==> config.mk <==
export PLATFORM = sky130hd
export DESIGN_NAME = blkxfer_irq_dma
export DESIGN_NICKNAME = d
export VERILOG_FILES = /design/src/rtl/blkxfer_irq_dma.sv
export SDC_FILE = /design/constraint.sdc
export NUM_CORES = 1
export LEC_CHECK = 0
export CAP_MARGIN = 15
export CORE_MARGIN = 10
export CORE_UTILIZATION = 45
export DETAILED_ROUTE_END_ITERATION = 16
export MAX_ROUTING_LAYER = met4
export PLACE_DENSITY = 0.78
export SLEW_MARGIN = 20
export SYNTH_ARGS = -nofsm -noshare
export SYNTH_HDL_FRONTEND = slang
export SYNTH_SLANG_ARGS = --single-unit
==> constraint.sdc <==
create_clock -name clk -period 1.9 [get_ports clk]
set_input_delay 0.285 -clock clk [delete_from_list [all_inputs] [get_ports clk]]
set_output_delay 0.285 -clock clk [all_outputs]
set_load 0.01 [all_outputs]
==> src/rtl/blkxfer_irq_dma.sv <==
module blkxfer_irq_dma #(
  parameter int BLK_LOG2 = 9,
  parameter int MAX_BLKS = 256,
  parameter int LEN_W    = 18,
  localparam int CNT_W   = $clog2(MAX_BLKS + 1)
) (
  input  logic             clk,
  input  logic             rst_n,
  input  logic             ctl_wr,
  input  logic             ctl_irq_en,
  input  logic             ctl_edge,
  input  logic             irq_clr,
  input  logic             op_start,
  input  logic             op_read,
  input  logic             op_dma,
  input  logic [LEN_W-1:0] op_len,
  input  logic             blk_ready,
  input  logic             blk_done,
  output logic             irq_n,
  output logic             dmarq_n,
  output logic             busy,
  output logic             op_done,
  output logic [CNT_W-1:0] blk_cnt
);
  localparam int SUM_W = LEN_W + 1;

  logic             irq_en, edge_sel;
  logic             active, is_rd, is_dma, pending, dpulse, irq_q, done_q;
  logic [CNT_W-1:0] cnt, total, total_nxt, cnt_inc;
  logic [SUM_W-1:0] len_up, blks_w;
  logic             accept, finish, blk_ev, cmp_ev, set_ev;

  assign len_up  = {1'b0, op_len} + SUM_W'((1 << BLK_LOG2) - 1);
  assign blks_w  = len_up >> BLK_LOG2;
  assign cnt_inc = cnt + CNT_W'(1);

  always_comb begin
    if (blks_w == '0)                    total_nxt = CNT_W'(1);
    else if (blks_w > SUM_W'(MAX_BLKS))  total_nxt = CNT_W'(MAX_BLKS);
    else                                 total_nxt = blks_w[CNT_W-1:0];
  end

  assign accept = active & blk_ready & ~pending;
  assign finish = active & pending & blk_done & (cnt_inc == total);
  assign blk_ev = accept & ~is_dma & (is_rd | (cnt != '0));
  assign cmp_ev = finish & is_dma;
  assign set_ev = irq_en & (blk_ev | cmp_ev);

  always_ff @(posedge clk or negedge rst_n) begin
    if (!rst_n) begin
      irq_en   <= 1'b0;
      edge_sel <= 1'b0;
    end else if (ctl_wr) begin
      irq_en   <= ctl_irq_en;
      edge_sel <= ctl_edge;
    end
  end

  always_ff @(posedge clk or negedge rst_n) begin
    if (!rst_n) begin
      active  <= 1'b0;
      is_rd   <= 1'b0;
      is_dma  <= 1'b0;
      total   <= '0;
      cnt     <= '0;
      pending <= 1'b0;
      done_q  <= 1'b0;
    end else begin
      done_q <= finish;
      if (op_start && !active) begin
        active  <= 1'b1;
        is_rd   <= op_read;
        is_dma  <= op_dma;
        total   <= total_nxt;
        cnt     <= '0;
        pending <= 1'b0;
      end else if (accept) begin
        pending <= 1'b1;
      end else if (active && pending && blk_done) begin
        pending <= 1'b0;
        cnt     <= cnt_inc;
        if (finish) active <= 1'b0;
      end
    end
  end

  always_ff @(posedge clk or negedge rst_n) begin
    if (!rst_n) begin
      irq_q  <= 1'b0;
      dpulse <= 1'b0;
    end else begin
      irq_q  <= set_ev | (irq_q & ~irq_clr);
      dpulse <= accept & is_dma & edge_sel;
    end
  end

  assign irq_n   = ~irq_q;
  assign dmarq_n = ~(dpulse | (active & is_dma & ~edge_sel & pending));
  assign busy    = active;
  assign op_done = done_q;
  assign blk_cnt = cnt;
endmodule

==> metrics.log <==
INFO  metric status = finished, final reports clean
INFO  metric finalWeightedCongestion = 0.8524
INFO  metric final-setup-viol-count = 0
INFO  metric ys.flop_type = sky130_fd_sc_hd__dfrtp_1
INFO  metric cts_inserted_buffers = 3
INFO  metric layout-drive-gt1-share = 0.1640
INFO  metric worst_slew_pin_slew = 510.5 ps
INFO  metric layout.cells.most_common_list = 41 x sky130_fd_sc_hd__clkdlybuf4s50_1, 31 x sky130_fd_sc_hd__nand2_1, 25 x sky130_fd_sc_hd__dfrtp_1, 22 x sky130_fd_sc_hd__o21ai_0, 21 x sky130_fd_sc_hd__buf_4
INFO  metric report.final.slew_viol_count = 0
INFO  metric holdWs = 363.4 ps
INFO  metric postCtsHoldBufs = 0
INFO  metric final_area = 2364 um2
INFO  metric syn-mean-instance-area = 8.874 um2
INFO  metric seq_area_frac_synth = 0.3905
INFO  metric final_common_cell = sky130_fd_sc_hd__clkdlybuf4s50_1
INFO  metric yosys_warnings = 0
INFO  metric timing_worst_setup_path_type = flop to flop
INFO  metric pwr-share-clk = 0.144
INFO  metric clkLatencyLatePin = 270 ps
INFO  metric track_usage = 0.1417
INFO  metric antennaDiodeCount = 0
INFO  metric rr_worst_depth = 6
INFO  metric die_height = 82.01 um
INFO  metric drt_pass1_iterations = 4
INFO  metric site_rows = 22
INFO  metric design.die.area = 6726 um2
INFO  metric power = 2.341 mW
INFO  metric detailroute.via_count = 1621
INFO  metric post_dp_cell_area = 2281 um2
INFO  metric clock.fmax = 0.5450 GHz
INFO  metric report.final.hold_viol_count = 0
INFO  metric async_flop_share = 1.000
INFO  metric register_share_of_total_power = 0.394
INFO  metric hpwl = 3.505 mm
INFO  metric power_per_cell_area = 990.6 nW/um2
INFO  metric die_width = 82.01 um
INFO  metric cap_violations = 0
INFO  metric cts-root-buf = sky130_fd_sc_hd__clkbuf_8
INFO  metric vias_per_cell = 5.440
INFO  metric net_sw_frac = 0.3798
INFO  metric cts.reportedPaths.clkPinSlew = 100 ps
INFO  metric ff_latch_count_synth = 27
INFO  metric globalRoute.totalOverflow = 0
INFO  metric rsz_0062_raised_after_global_routing = yes
INFO  metric post_synth_instance_area = 1730 um2
INFO  metric combinationalPowerShare = 0.462
INFO  metric cp.required = 2070 ps
INFO  metric placeableCoreArea = 3689 um2
INFO  metric antenna_found_initial = 0
INFO  metric min_period_over_period = 0.9657
INFO  metric drc = 0
INFO  metric max-clock-path-buffers = 2
INFO  metric first_global_vias = 1663
INFO  metric power.internal = 1.452 mW
INFO  metric htree_depth = 1
INFO  metric number_of_flops_mapped_to_enable_cells_by_yosys = 0
INFO  metric tritoncts = yes
INFO  metric relSlewSlack = 0.6584
INFO  metric start_util = 0.4691
INFO  metric drt-initial-drc-count = 100
INFO  metric fin_skew = 1.919 ps
INFO  metric routedWlPerCell = 15.09 um
INFO  metric endpoint_kind = flop
INFO  metric postLayoutSetupSlackWorst = 65.26 ps
INFO  metric syn-num-nets = 226
INFO  metric synth_cells = 195
INFO  metric crit_path_max_fanout = 5
INFO  metric design.portCount = 42
INFO  metric worst_ir_drop_vdd = 0.3327 mV
INFO  metric post-route-min-period = 1835 ps
INFO  metric total_switching_power = 889.3 uW
INFO  metric hp-class = input port to async pin
INFO  metric static_leakage = 0.9753 nW
INFO  metric largest_net_degree_at_the_start_of_global_routing = 28
INFO  metric port-buffer-count = 41
INFO  metric arrival = 2010 ps
INFO  metric ys_types = 49
INFO  metric area.growth.synth_to_final = 36.59%
INFO  metric detail_route.wirelength = 4.497 mm
INFO  metric fin_setup_tns = 0 ps
INFO  metric cts.sinks = 27
INFO  metric dp_worst_setup_slack = -175.3 ps
INFO  metric grt_first_pass_wirelength = 7.493 mm
INFO  metric cp-start-kind = flop
INFO  metric antenna_left = 0
INFO  metric nNetsFinal = 282
-- through the flow --
step / cells / utilization
final: 298 / 0.6408
after global routing: 298 / 0.6408
after CTS: 297 / 0.6337
after detailed placement: 292 / 0.6184
after global placement: 292 / 0.6184
after floorplan: 195 / -
-- Yosys cell counts, drive strengths merged, types with 2 or more instances --
cell type | count | area share
a21oi | 3 | 0.0087
a41oi | 2 | 0.010
and2 | 2 | 0.0080
and3 | 3 | 0.011
buf | 6 | 0.028
clkbuf | 5 | 0.017
dfrtp | 27 | 0.39
ha | 2 | 0.014
inv | 6 | 0.013
nand2 | 32 | 0.071
nand3 | 13 | 0.040
nand4 | 2 | 0.0072
nor2 | 13 | 0.028
nor2b | 4 | 0.014
nor3 | 2 | 0.0058
nor4 | 5 | 0.018
nor4b | 2 | 0.010
o211ai | 2 | 0.0087
o21ai | 22 | 0.064
o22ai | 2 | 0.0072
o31ai | 2 | 0.0087
o41ai | 2 | 0.010
xnor2 | 9 | 0.046
xor2 | 9 | 0.046
-- state kept, by name, indices dropped and copies added (netlist names) --
| register | count |
|---|---|
| blk_cnt | 9 |
| total | 9 |
| busy | 1 |
| dpulse | 1 |
| edge_sel | 1 |
| irq_en | 1 |
| irq_q | 1 |
| is_dma | 1 |
| is_rd | 1 |
| op_done | 1 |
| pending | 1 |
-- worst max-delay path, stage by stage, from the launching register on --
cell                        delay (ps)
sky130_fd_sc_hd__dfrtp_2           420
sky130_fd_sc_hd__ha_4              180
sky130_fd_sc_hd__nand2_2            70
sky130_fd_sc_hd__or3_4             380
sky130_fd_sc_hd__a2111oi_4         360
sky130_fd_sc_hd__o221ai_2          190
sky130_fd_sc_hd__o21a_1            140
-- power by group through the flow --
stage          Combinational [mW]  Clock, mW  Sequential, mW
2_1_floorplan               0.665          0           0.907
3_3_place_gp                0.999          0           0.921
3_5_place_dp                 1.03          0           0.930
4_1_cts                      1.06      0.339           0.918
5_1_grt                      1.19      0.365           0.946
6_report                     1.08      0.337           0.923
-- area by class of cell --
class	count	area, um2
flip-flops and latches	27	678.2
clock buffers	3	41.29
well taps	48	60.06
multi-input cells	151	985.9
repair buffers	62	568.0
clock inverters	1	7.507
inverters	6	22.52
fillers	334	1325
-- routing by layer --
metal / up-vias / routed length (um) / GRT usage
met5: - / 0 / -
met3: 6 / 186 / 0.02074
li1: 796 / - / -
met1: 765 / 2006 / 0.1596
met2: 54 / 2236 / 0.2492
met4: 0 / 68 / 0.04932
-- logic make-up (layout without fill, tap and decap cells) --
| family | count (synthesis) | count (layout) | synth area share |
|---|---|---|---|
| compound gates | 44 | 44 | 0.1757 |
| xor+xnor | 19 | 19 | 0.1048 |
| fa+ha+maj | 2 | 2 | 0.01446 |
| buf+inv | 17 | 72 | 0.05784 |
| flops | 27 | 27 | 0.3905 |
| mux | 2 | 2 | 0.01229 |
| simple gates | 84 | 84 | 0.2444 |
-- worst paths after layout --
path / start / to / slack, ps
min: rst_n / op_done$_DFF_PN0_ / 360
min in group clk: total[1]$_DFFE_PN0P_ / total[1]$_DFFE_PN0P_ / 510
min reg2reg: total[1]$_DFFE_PN0P_ / total[1]$_DFFE_PN0P_ / 510
max: blk_cnt[0]$_DFFE_PN0P_ / busy$_DFFE_PN0P_ / 70
max reg2reg: blk_cnt[0]$_DFFE_PN0P_ / busy$_DFFE_PN0P_ / 70
max in group asynchronous: rst_n / blk_cnt[1]$_DFFE_PN0P_ / 1250
-- timing repair --
action                     in CTS  in global routing
setup endpoints to repair       2                  6
buffers inserted                1                  1
resized for setup               0                  3
pin swaps                       0                  4
Power figures use the tool's default switching activity.
